===== config.mk =====
export PLATFORM = sky130hd
export DESIGN_NAME = i2c_scl_timing
export DESIGN_NICKNAME = d
export VERILOG_FILES = /design/src/rtl/i2c_tg_pkg.sv /design/src/rtl/tg_clk_fields.sv /design/src/rtl/tg_timer.sv /design/src/rtl/tg_seq.sv /design/src/rtl/i2c_scl_timing.sv
export SDC_FILE = /design/constraint.sdc
export NUM_CORES = 1
export LEC_CHECK = 0
export BUFFER_PORTS_ARGS = -buffer_cell sky130_fd_sc_hd__clkbuf_2
export CAP_MARGIN = 5
export CORE_MARGIN = 5
export CORE_UTILIZATION = 57
export DETAILED_ROUTE_END_ITERATION = 8
export PLACE_DENSITY = 0.86
export SYNTH_ARGS = -nofsm -noshare
export SYNTH_HDL_FRONTEND = slang
export SYNTH_HIERARCHICAL = 1
export SYNTH_SLANG_ARGS = --single-unit

===== constraint.sdc =====
create_clock -name clk_i -period 9.7 [get_ports clk_i]
set_input_delay 0.97 -clock clk_i [delete_from_list [all_inputs] [get_ports clk_i]]
set_output_delay 0.97 -clock clk_i [all_outputs]
set_load 0.01 [all_outputs]

===== src/rtl/i2c_tg_pkg.sv =====
package i2c_tg_pkg;
  typedef enum logic [2:0] {
    OP_START  = 3'd0,
    OP_RSTART = 3'd1,
    OP_STOP   = 3'd2,
    OP_WRITE  = 3'd3,
    OP_READ   = 3'd4
  } tg_op_e;

  typedef enum logic [2:0] {
    PH_IDLE,
    PH_PRE_LOW,   // SCL low, SDA set for the request
    PH_SETUP,     // SCL released, condition setup wait
    PH_HOLD,      // SCL released, SDA low (start hold)
    PH_POST_LOW,  // SCL low after a start condition
    PH_HIGH       // SCL released, data valid
  } tg_phase_e;

  typedef struct packed {
    logic scl_oe;
    logic sda_oe;
  } tg_lines_t;
endpackage


===== src/rtl/tg_clk_fields.sv =====
module tg_clk_fields #(
  parameter int WORD_W = 16,
  parameter int CNT_W  = 7,
  parameter int HI_LSB = 0,
  parameter int LO_LSB = 8
) (
  input  logic [WORD_W-1:0] word_i,
  output logic [CNT_W-1:0]  hi_cnt_o,
  output logic [CNT_W-1:0]  lo_cnt_o,
  output logic              off_o
);
  assign hi_cnt_o = word_i[HI_LSB +: CNT_W];
  assign lo_cnt_o = word_i[LO_LSB +: CNT_W];
  assign off_o    = (word_i == '0);
endmodule


===== src/rtl/tg_timer.sv =====
module tg_timer #(
  parameter int W = 8
) (
  input  logic         clk_i,
  input  logic         rst_ni,
  input  logic         load_i,
  input  logic [W-1:0] len_i,
  output logic         expired_o
);
  logic [W-1:0] cnt_q;

  // a length of N gives N cycles; zero is treated as one
  always_ff @(posedge clk_i or negedge rst_ni) begin
    if (!rst_ni)             cnt_q <= '0;
    else if (load_i)         cnt_q <= (len_i == '0) ? '0 : len_i - 1'b1;
    else if (cnt_q != '0)    cnt_q <= cnt_q - 1'b1;
  end

  assign expired_o = (cnt_q == '0);
endmodule


===== src/rtl/tg_seq.sv =====
module tg_seq
  import i2c_tg_pkg::*;
#(
  parameter int TMR_W = 8
) (
  input  logic             clk_i,
  input  logic             rst_ni,
  input  logic             off_i,
  input  logic [TMR_W-1:0] hi_len_i,
  input  logic [TMR_W-1:0] lo_len_i,
  input  logic [TMR_W-1:0] hold_len_i,
  input  logic [TMR_W-1:0] rsu_len_i,
  input  logic [TMR_W-1:0] psu_len_i,
  input  logic             req_valid_i,
  input  logic [2:0]       req_op_i,
  input  logic             req_bit_i,
  input  logic             sda_i,
  input  logic             expired_i,
  output logic             load_o,
  output logic [TMR_W-1:0] len_o,
  output tg_lines_t        lines_o,
  output logic             rx_bit_o,
  output logic             busy_o,
  output logic             done_o,
  output logic             data_op_o
);
  tg_phase_e ph_q, tgt_ph;
  tg_op_e    op_q, op_sel;
  logic      bit_q, bit_sel;
  tg_lines_t lines_q, lines_d;
  logic      idle, op_ok, accept, advance;

  assign idle   = (ph_q == PH_IDLE);
  assign op_ok  = (req_op_i <= 3'd4);
  assign accept = idle && req_valid_i && !off_i && op_ok;
  assign op_sel  = idle ? tg_op_e'(req_op_i) : op_q;
  assign bit_sel = idle ? req_bit_i : bit_q;
  assign advance = idle ? accept : expired_i;

  always_comb begin
    tgt_ph = PH_IDLE;
    if (idle) begin
      tgt_ph = (op_sel == OP_START) ? PH_HOLD : PH_PRE_LOW;
    end else begin
      unique case (ph_q)
        PH_HOLD:     tgt_ph = PH_POST_LOW;
        PH_POST_LOW: tgt_ph = PH_IDLE;
        PH_PRE_LOW:  tgt_ph = (op_q == OP_WRITE || op_q == OP_READ) ? PH_HIGH : PH_SETUP;
        PH_SETUP:    tgt_ph = (op_q == OP_STOP) ? PH_IDLE : PH_HOLD;
        PH_HIGH:     tgt_ph = PH_IDLE;
        default:     tgt_ph = PH_IDLE;
      endcase
    end
  end

  always_comb begin
    len_o = lo_len_i;
    unique case (tgt_ph)
      PH_HIGH:  len_o = hi_len_i;
      PH_HOLD:  len_o = hold_len_i;
      PH_SETUP: len_o = (op_sel == OP_STOP) ? psu_len_i : rsu_len_i;
      default:  len_o = lo_len_i;
    endcase
  end

  assign load_o = advance && (tgt_ph != PH_IDLE);

  always_comb begin
    lines_d = lines_q;
    unique case (tgt_ph)
      PH_HOLD:     lines_d = '{scl_oe: 1'b0, sda_oe: 1'b1};
      PH_POST_LOW: lines_d = '{scl_oe: 1'b1, sda_oe: 1'b1};
      PH_SETUP,
      PH_HIGH:     lines_d.scl_oe = 1'b0;
      PH_PRE_LOW: begin
        lines_d.scl_oe = 1'b1;
        unique case (op_sel)
          OP_STOP:  lines_d.sda_oe = 1'b1;
          OP_WRITE: lines_d.sda_oe = ~bit_sel;
          default:  lines_d.sda_oe = 1'b0;
        endcase
      end
      default: begin
        // end of request
        unique case (op_sel)
          OP_STOP:            lines_d = '{scl_oe: 1'b0, sda_oe: 1'b0};
          OP_WRITE, OP_READ:  lines_d.scl_oe = 1'b1;
          default:            lines_d = lines_q;
        endcase
      end
    endcase
  end

  always_ff @(posedge clk_i or negedge rst_ni) begin
    if (!rst_ni) begin
      ph_q     <= PH_IDLE;
      op_q     <= OP_START;
      bit_q    <= 1'b0;
      lines_q  <= '0;
      done_o   <= 1'b0;
      rx_bit_o <= 1'b0;
    end else begin
      done_o <= 1'b0;
      if (accept) begin
        op_q  <= op_sel;
        bit_q <= req_bit_i;
      end
      if (advance) begin
        ph_q    <= tgt_ph;
        lines_q <= lines_d;
        done_o  <= (tgt_ph == PH_IDLE);
        if (tgt_ph == PH_HIGH && op_sel == OP_READ) rx_bit_o <= sda_i;
      end
    end
  end

  assign lines_o   = lines_q;
  assign busy_o    = !idle;
  assign data_op_o = !idle && (op_q == OP_WRITE || op_q == OP_READ);
endmodule


===== src/rtl/i2c_scl_timing.sv =====
module i2c_scl_timing
  import i2c_tg_pkg::*;
#(
  parameter int WORD_W = 16,
  parameter int CNT_W  = 7,
  parameter int HI_LSB = 0,
  parameter int LO_LSB = 8,
  parameter int COND_W = 8
) (
  input  logic              clk_i,
  input  logic              rst_ni,
  input  logic [WORD_W-1:0] clk_word_i,
  input  logic [COND_W-1:0] start_hold_i,
  input  logic [COND_W-1:0] rstart_setup_i,
  input  logic [COND_W-1:0] stop_setup_i,
  input  logic              req_valid_i,
  input  logic [2:0]        req_op_i,
  input  logic              req_bit_i,
  input  logic              sda_i,
  output logic              scl_oe_o,
  output logic              sda_oe_o,
  output logic              rx_bit_o,
  output logic              busy_o,
  output logic              done_o
);
  localparam int TMR_W = (CNT_W > COND_W) ? CNT_W : COND_W;

  logic [CNT_W-1:0] hi_cnt, lo_cnt;
  logic             clk_off;
  logic             tmr_load, tmr_exp;
  logic [TMR_W-1:0] tmr_len;
  tg_lines_t        lines;
  logic             data_op;

  tg_clk_fields #(
    .WORD_W(WORD_W), .CNT_W(CNT_W), .HI_LSB(HI_LSB), .LO_LSB(LO_LSB)
  ) u_fields (
    .word_i  (clk_word_i),
    .hi_cnt_o(hi_cnt),
    .lo_cnt_o(lo_cnt),
    .off_o   (clk_off)
  );

  tg_timer #(.W(TMR_W)) u_timer (
    .clk_i    (clk_i),
    .rst_ni   (rst_ni),
    .load_i   (tmr_load),
    .len_i    (tmr_len),
    .expired_o(tmr_exp)
  );

  tg_seq #(.TMR_W(TMR_W)) u_seq (
    .clk_i      (clk_i),
    .rst_ni     (rst_ni),
    .off_i      (clk_off),
    .hi_len_i   (TMR_W'(hi_cnt)),
    .lo_len_i   (TMR_W'(lo_cnt)),
    .hold_len_i (TMR_W'(start_hold_i)),
    .rsu_len_i  (TMR_W'(rstart_setup_i)),
    .psu_len_i  (TMR_W'(stop_setup_i)),
    .req_valid_i(req_valid_i),
    .req_op_i   (req_op_i),
    .req_bit_i  (req_bit_i),
    .sda_i      (sda_i),
    .expired_i  (tmr_exp),
    .load_o     (tmr_load),
    .len_o      (tmr_len),
    .lines_o    (lines),
    .rx_bit_o   (rx_bit_o),
    .busy_o     (busy_o),
    .done_o     (done_o),
    .data_op_o  (data_op)
  );

  assign scl_oe_o = lines.scl_oe;
  assign sda_oe_o = lines.sda_oe;
endmodule


### Yosys cells after proc, flatten, opt, wreduce, memory -nomap -nowiden

Cells that the tools add are included.

* bits in registers: 19
* bits in latches: 0
* RAM bits: 0
* ROM bits: 0
* bits of input ports: 48
* output and inout bits: 5
* logic and storage cells: 73
* memories: 0

* add/subtract/negate cells: 2
* multiply operators: 0
* div/mod/pow operators: 0
* order comparisons: 1
* eq/ne operators: 14
* shift-type cells: 0
* multiplexer cells: 19
* bitwise logic cells: 2
* reduce and logical (&&, ||, !) cells: 27

Operators with widths (count)
* $mux 8: 4
* $eq 3x2->1 const B: 8
* $pmux 8 s3: 1
* $logic_not 16->1: 1
* $logic_not 8->1: 2
* $sub 8x1->8 const B: 2
* $eq 3x3->1 const B: 4
* $logic_not 3->1: 3
* $mux 3: 3
* $pmux 3 s3: 1
* $reduce_bool 8->1: 1
* $reduce_or 2->1: 4
* $eq 3x1->1 const B: 2
* $pmux 1 s2: 3
* $reduce_bool 3->1: 2
* $logic_and 1x1->1: 5
* $mux 1: 4
* $mux 2: 2
* $reduce_and 2->1: 2
* $reduce_bool 4->1: 1
* $le 3x3->1 const B: 1
* $pmux 1 s3: 1
* $reduce_and 3->1: 1
* $reduce_or 3->1: 1
* 4 further kinds: 6

### Logic depth before layout (Yosys ltp)

Gate-level depths: netlist of the first run.

* depth after elaboration: 10
* depth in mapped cells: 12

### Cells and area by module

Netlist of the first run, hierarchy kept.

By module, submodules not included
* tg_seq: instances 1, cells an instance 122, area an instance 1106.1 um^2, sequential area each 250.2 um^2
* tg_timer: instances 1, cells an instance 66, area an instance 631.9 um^2, sequential area each 200.2 um^2
* tg_clk_fields: instances 1, cells an instance 19, area an instance 138.9 um^2, sequential area each 0.0 um^2
* i2c_scl_timing: instances 1, cells an instance 1, area an instance 3.8 um^2, sequential area each 0.0 um^2

### Worst setup path after synthesis of the first run

OpenSTA, ideal clock, no wires.

* path type: input port to flip-flop
* start point: input req_op_i[1]
* end point: register u_timer.cnt_q[7]
* arrival time: 3056 ps
* path slack: 6523 ps
* stages on the path: 8
* cells stage by stage: nor3b_1 > mux2i_4 > mux2i_1 > o211ai_1 > or4_4 > nor4_2 > mux2_1 > a22o_1

* word-level cells in the longest chain between the ends: 9
* elaborated cells between the ends (all ways): 20

Ends and longest elaborated chain
* from (decl): line i2c_scl_timing.sv:17 `input logic [2:0] req_op_i,`
* $mux 3 (*): line tg_seq.sv:36 `assign op_sel = idle ? tg_op_e'(req_op_i) : op_q;`
* $logic_not 3->1: line tg_seq.sv:43 `tgt_ph = (op_sel == OP_START) ? PH_HOLD : PH_PRE_LOW;`
* $mux 2: line tg_seq.sv:43
* $mux 3: line tg_seq.sv:42 `if (idle) begin`
* $eq 3x2->1 or $eq 3x3->1 (tied branches): line tg_seq.sv:58 `unique case (tgt_ph)`
* $pmux 8 s3 (*): line tg_seq.sv:58
* via tmr_len[4]: line i2c_scl_timing.sv:31 `logic [TMR_W-1:0] tmr_len;`
* $sub 8x1->8 or $logic_not 8->1 (tied branches): line tg_timer.sv:15 `else if (load_i) cnt_q <= (len_i == '0) ? '0 : len_i - 1'b1;`
* $mux 8 (*) (2 in a row): line tg_timer.sv:15
* to (signal assigned): line tg_timer.sv:15
* to (signal assigned): line tg_timer.sv:16 `else if (cnt_q != '0) cnt_q <= cnt_q - 1'b1;`
* to (decl): line tg_timer.sv:10 `logic [W-1:0] cnt_q;`

The timed path passes the listed nets; every way through them passes the cells marked *.
A chain may end at the register's enable or synchronous reset.

### Worst setup path after layout of the first run

* start point: register u_seq.op_q[0]
* end point: register u_timer.cnt_q[7]

* word-level cells in the longest chain between the ends: 10
* elaborated cells between the ends (all ways): 24

Ends and longest elaborated chain
* from (decl): line tg_seq.sv:28 `tg_op_e op_q, op_sel;`
* from (signal assigned): line tg_seq.sv:105 `op_q <= op_sel;`
* $eq 3x2->1 or $eq 3x3->1 (tied branches): line tg_seq.sv:48 `PH_PRE_LOW: tgt_ph = (op_q == OP_WRITE || op_q == OP_READ) ? PH_HIGH : PH_SETUP;`
* $logic_or 1x1->1
* $mux 3: line tg_seq.sv:48
* $pmux 3 s3: line tg_seq.sv:45 `unique case (ph_q)`
* $mux 3: line tg_seq.sv:42
* $eq 3x2->1 or $eq 3x3->1 (tied branches): line tg_seq.sv:58
* $pmux 8 s3 (*): line tg_seq.sv:58
* via tmr_len[4]: line i2c_scl_timing.sv:31
* $sub 8x1->8 or $logic_not 8->1 (tied branches): line tg_timer.sv:15
* $mux 8 (*) (2 in a row): line tg_timer.sv:15

Marked as above.

==> results by group, run 1 <==
Global routing
  – Largest net degree at the start of global routing: 19
  – Number of global-route vias before repair: 1690
  – Total track usage: 22.2%
  – GRT overflow: 0
  – First-pass GRT wire length: 7.79 mm
  – Initial antenna violation count: 0

Clocking
  – Hold Buf Count CTS: 0
  – Clock Path Buffers: 2
  – CTS root buf: clkbuf_4
  – Post-CTS Setup Bufs: 0
  – CTS resizes: 0
  – CTS buffer count: 3
  – CTS tree: built
  – Worst skew pair latency: 300 ps
  – Clock Sinks: 18
  – Max H-tree Level: 1
  – Clock transition at path regs: 120 ps

Timing
  – Max Freq: 291 MHz
  – Setup TNS Final: 0 ps
  – Final Cycle Share: 35.5%
  – Post-route minimum period: 3440 ps
  – Slew Limit Fails: 0
  – # setup viols final: 0
  – Slew margin rel.: 48.2%
  – Final setup skew: 12.6 ps
  – Slew @ Worst Pin: 777 ps
  – Unrepaired setup endpoints after global routing: false
  – Final hold vios: 0

Floorplan
  – Row cnt: 20
  – Die area: 4540 µm²
  – CORE AREA: 3100 µm²
  – # IOs: 53
  – Die Y: 67.4 µm
  – Die W: 67.4 µm
  – Initial Utilization: 60.4%

Setup path
  – Critical Path RT: 9890 ps
  – Setup crit start kind: flip-flop
  – Worst setup EP type: flip-flop
  – Crit-path max FO: 13
  – Critical setup path kind: flip-flop to flip-flop
  – Critical Path AT: 3630 ps
  – R2R setup slack: 6260 ps

Pwr
  – Peak supply drop: 0.000110 V
  – PwrDens: 186 nW/µm²
  – Leak pwr: 0.972 nW

Cells and area
  – Finished Layout Cells: 288
  – Layout cells sized above 1: 31.6%
  – Nets@finish: 296
  – Antenna diodes: 0
  – Design area: 2080 µm²
  – P&R area growth vs syn: 11.0%

Route
  – DRT antenna net count: 0
  – Drt via density: 5.98
  – First-iteration detailed-routing DRC count: 108
  – DRC violations left: 0
  – Final WL: 4.67 mm
  – DR pass1 iterations: 4
  – Drt wl/cell: 16.2 µm
  – Total number of vias: 1723

Yosys
  – Count of warnings emitted by yosys: 6
  – Syn_area_per_cell: 9.06 µm²
  – Synth Cell Area: 1880 µm²
  – Syn Inst Count: 207

Placement
  – DPL Wire Length: 3.74 mm
  – Cells after DPL: 284
  – Placement Cell Area: 2050 µm²
  – RD Place Congestion: 0.933
  – Count of buffers from port buffering: 52

Worst hold path
  – HP Class: flip-flop to flip-flop

Flow run
  – Max_cap viols: 0

Run status
  – Status: completed
cell type report:
class,instances,area [µm²]
Multi-Input combinational cell,158,1230
Inverter,11,41.3
Sequential cell,18,450
Fill cell,251,1020
Clock buffer,4,36.3
Timing Repair Buffer,53,268
Tap cell,44,55.1
critical path, cell delays in order, from the launching register on:
cell       delay (ps)
dfrtp_1           470
nor3b_2           420
a2bb2oi_2         650
mux2i_1           270
o211ai_1          170
or4_4             590
nor4_2            160
mux2_1            340
a22o_1            230
state kept, by name, indices dropped and copies added, names as in the netlist:
| register | flops |
|---|---|
| u_seq/done_o | 1 |
| u_seq/lines_o | 2 |
| u_seq/op_q | 3 |
| u_seq/ph_q | 3 |
| u_seq/rx_bit_o | 1 |
| u_timer/cnt_q | 8 |
power by group:
group | internal, mW | switching (mW) | leakage [nW]
Sequential | 0.102 | 0.0333 | 0.219
Combinational | 0.101 | 0.104 | 0.732
Clock | 0.0229 | 0.0247 | 0.0210
Total | 0.226 | 0.162 | 0.972
layer usage:
metal  up-vias  global-route usage, %  routed length, µm
met5         -                      0                  0
met4         0                   6.58                 79
met3        10                   4.49                328
met2        73                   35.2               2170
met1       814                   30.3               2090
li1        826                      -                  -
path summary, 6_finish.rpt:
check / cells past startpoint / from / end
max in group asynchronous: 1 / rst_ni / u_timer/cnt_q[5]
min reg2reg: 1 / u_seq/rx_bit_o / u_seq/rx_bit_o
max: 8 / u_seq/op_q[0] / u_timer/cnt_q[7]
min: 1 / u_seq/rx_bit_o / u_seq/rx_bit_o
min in group asynchronous: 1 / rst_ni / u_seq/op_q[0]
max reg2reg: 8 / u_seq/op_q[0] / u_timer/cnt_q[7]
layout by cell type, fill, tap and decap left out, types with 2 or more instances in the layout:
cell type  count
a21oi_1        3
xnor2_1       10
inv_1         10
a211oi_1       2
nor4_1         5
o21ai_0        3
clkbuf_2      52
clkbuf_4       3
nand2_1       14
o21a_1         3
and2_1         8
o22ai_1        5
o211ai_1       8
or3b_1         2
nor2_1         8
nand2b_1       4
conb_1         2
nor3b_1        6
nand3_1        3
ha_1           3
nor3_1         5
dfrtp_1       18
mux2i_1       18
and3_1         2
nor2b_1        4
mux2_2         6
through the flow:
stage / hold slack [ps] / setup WS [ps] / power [mW] / util, %
final: 520 / 6260 / 0.388 / 67.1
after global routing: 531 / 6030 / 0.416 / 67.1
after CTS: 520 / 6290 / 0.386 / 67.1
after detailed placement: 497 / 5990 / 0.337 / 65.9
after global placement: 489 / 6070 / 0.328 / 65.9
after floorplan: 510 / 6520 / 0.293 / -
Note: power is estimated with default switching activity, not from simulation.
==> run 2, diff against run 1 <==
- ABC_AREA: default -> 1
- CORE_UTILIZATION: 57 -> 49
- PLACE_DENSITY: 0.86 -> 0.78
- clock period: 9.7 -> 2.9 ns (I/O delays scaled with it)
==> results by group, run 2 <==
Floorplan
  – Row cnt: 23 (+15%)
  – Die area: 5580 µm² (+23%)
  – CORE AREA: 4030 µm² (+30%)
  – Die Y: 74.7 µm (+11%)
  – Die W: 74.7 µm (+11%)
  – Initial Utilization: 51.0% (-9.5 points)
  – # IOs: 53 (unchanged)

Setup path
  – Crit-path max cell delay: 450 ps (-200 ps)
  – Critical setup path kind: flip-flop to flip-flop
  – CP max stage cell: dfrtp_1
  – Crit-path max FO: 11 (-2)
  – Setup crit start kind: flip-flop
  – Critical-path cell list: nor2_4 -> nand2_4 -> nand2_1 -> nand2_2 -> nand3_2 -> nand2_2 -> nor2_4 -> nand2_1 -> nand4_1 -> inv_1 -> ha_1 -> nand3_1 -> nor2_2 -> nor2_4 -> nand2_1 -> a21oi_1
  – Critical Path AT: 2770 ps (-860 ps)
  – Critical Path RT: 3080 ps (-6810 ps)
  – Worst setup EP type: flip-flop

Yosys
  – Syn_area_per_cell: 5.95 µm² (-34%)
  – Count of warnings emitted by yosys: 6 (unchanged)
  – Synth Cell Area: 2050 µm² (+9.5%)
  – Syn Inst Count: 345 (+67%)

Global routing
  – Total track usage: 19.3% (-2.9 points)
  – Largest net degree at the start of global routing: 20 (+1)
  – Initial antenna violation count: 0 (unchanged)
  – GRT overflow: 0 (unchanged)
  – Number of global-route vias before repair: 1991 (+18%)
  – First-pass GRT wire length: 8.56 mm (+9.9%)

Placement
  – DPL Wire Length: 4.16 mm (+11%)
  – Placement Cell Area: 2250 µm² (+10%)
  – Count of buffers from port buffering: 52 (unchanged)
  – RD Place Congestion: 0.885 (-5.1%)

Cells and area
  – FILL cells: 410 (+63%)
  – Commonest cells after routing, fill and taps aside: nand2_1 (123), clkbuf_2 (52), inv_1 (52)
  – P&R area growth vs syn: 12.5%
  – Commonest non-fill, non-tap cell in the layout: nand2_1
  – Layout cells sized above 1: 22.5% (-9.0 points)
  – Nets@finish: 438 (+48%)
  – Design area: 2310 µm² (+11%)
  – Regs by FF count: u_timer/cnt_q x8, u_seq/op_q x3, u_seq/ph_q x3
  – Register area: 475 µm² (+5.6%)
  – Most flop-heavy register: u_timer/cnt_q
  – Largest register FFs: 8 (unchanged)
  – Multi-input logic area: 1220 µm² (-1.1%)
  – Antenna diodes: 0 (unchanged)

Route
  – Drt wl/cell: 11.2 µm (-31%)
  – Total number of vias: 2125 (+23%)
  – Final WL: 4.89 mm (+4.8%)
  – DRT antenna net count: 0 (unchanged)
  – First-iteration detailed-routing DRC count: 133 (+23%)
  – Drt via density: 4.87 (-19%)
  – DR pass1 iterations: 4 (unchanged)
  – DRC violations left: 0 (unchanged)

Timing
  – Slew Limit Fails: 0 (unchanged)
  – Final hold vios: 0 (unchanged)
  – Final setup skew: 0.591 ps (-12.0 ps)
  – Post-route minimum period: 2590 ps (-850 ps)
  – # setup viols final: 0 (unchanged)
  – Setup TNS Final: 0 ps (unchanged)
  – Unrepaired setup endpoints after global routing: false
  – Max Freq: 386 MHz (+33%)
  – Final Cycle Share: 89.3% (+54 points)

Clocking
  – CTS buffer count: 3 (unchanged)
  – Clock transition at path regs: 70 ps (-50 ps)
  – CTS resizes: 0 (unchanged)
  – Clock Sinks: 19 (+1)
  – Post-CTS Setup Bufs: 0 (unchanged)
  – CTS tree: built
  – CTS root buf: clkbuf_8
  – Worst skew pair latency: 250 ps (-50 ps)
  – Max H-tree Level: 1 (unchanged)
  – Clock Path Buffers: 2 (unchanged)

Flow run
  – Max_cap viols: 0 (unchanged)

Pwr
  – PwrDens: 925 nW/µm² (+400%)
  – Leak pwr: 1.32 nW (+36%)
  – Peak supply drop: 0.000417 V (+280%)

Worst hold path
  – HP Class: input port to flip-flop

Run status
  – Status: completed
run 2: changes by cell type in the layout (fill, tap and decap cells not counted), moves of 6 or more:
| cell | delta |
|---|---|
| nor3b_1 | -6 |
| nand4_1 | +12 |
| a21oi_1 | +8 |
| mux2i_1 | -18 |
| xnor2_1 | -10 |
| o211ai_1 | -8 |
| nand2_1 | +109 |
| nand3_1 | +35 |
| mux2_2 | -6 |
| nor2_4 | +8 |
| nor2_1 | +14 |
| o21ai_0 | +9 |
| inv_1 | +42 |
| and2_1 | -7 |
run 2: power by group:
group / switching, mW / internal [mW]
Sequential: 0.104 / 0.373
Combinational: 1.00 / 0.482
Clock: 0.0823 / 0.0953
run 2: final timing paths:
path | slack (ps) | depth (start not counted) | to | from
worst min-delay path | 280 | 3 | u_seq/rx_bit_o | sda_i
worst max-delay path | 310 | 16 | u_timer/cnt_q[6] | u_seq/ph_q[1]
worst max register to register | 310 | 16 | u_timer/cnt_q[6] | u_seq/ph_q[1]
max in group asynchronous | 2080 | 2 | u_timer/cnt_q[6] | rst_ni
min in group asynchronous | 510 | 2 | u_seq/bit_q | rst_ni
worst min register to register | 480 | 2 | u_seq/lines_o[1] | u_seq/lines_o[1]
run 2: final cells by class:
cell class,instances,area share (%)
clock inverter,1,0.217
inverter,58,9.64
sequential,19,20.6
multi-input combinational,250,52.7
timing repair buffer,55,12.4
clock buffer,3,1.79
tap,50,2.71
run 2: what timing repair did:
action,in CTS,in global routing
hold buffers,1,0
hold endpoints to repair,19,0
endpoints found under the setup margin,0,0
run 2: critical path: cells and delay by family, from the launching register on:
family | cells | cell delay [ps]
DFF | 1 | 450
adders and majority gates | 1 | 200
buffers and inverters | 1 | 90
AOI/OAI and AO/OA | 1 | 150
and+or+nand+nor | 13 | 1620
run 2: stage by stage:
step           setup slack, ps  std cells  total power, mW  util, %  hold slack, ps
6_report                   310        436             2.14     57.3             279
5_1_grt                   24.1        436             2.39     57.3             280
4_1_cts                    321        436             2.14     57.3             276
3_5_place_dp               338        431             1.94     55.9             258
3_3_place_gp               404        431             1.92     55.9             260
2_1_floorplan              712        346             1.68        -           -5.59
run 2: per-layer routing:
layer	wire (µm)	part of all wire [%]	global-route usage, %	vias to the layer above
met2	2300	47	32.7	79
met4	43	0.88	4.94	0
li1	-	-	-	1139
met1	2160	44	26.1	903
met3	384	7.8	2.27	4
met5	0	0	0	-
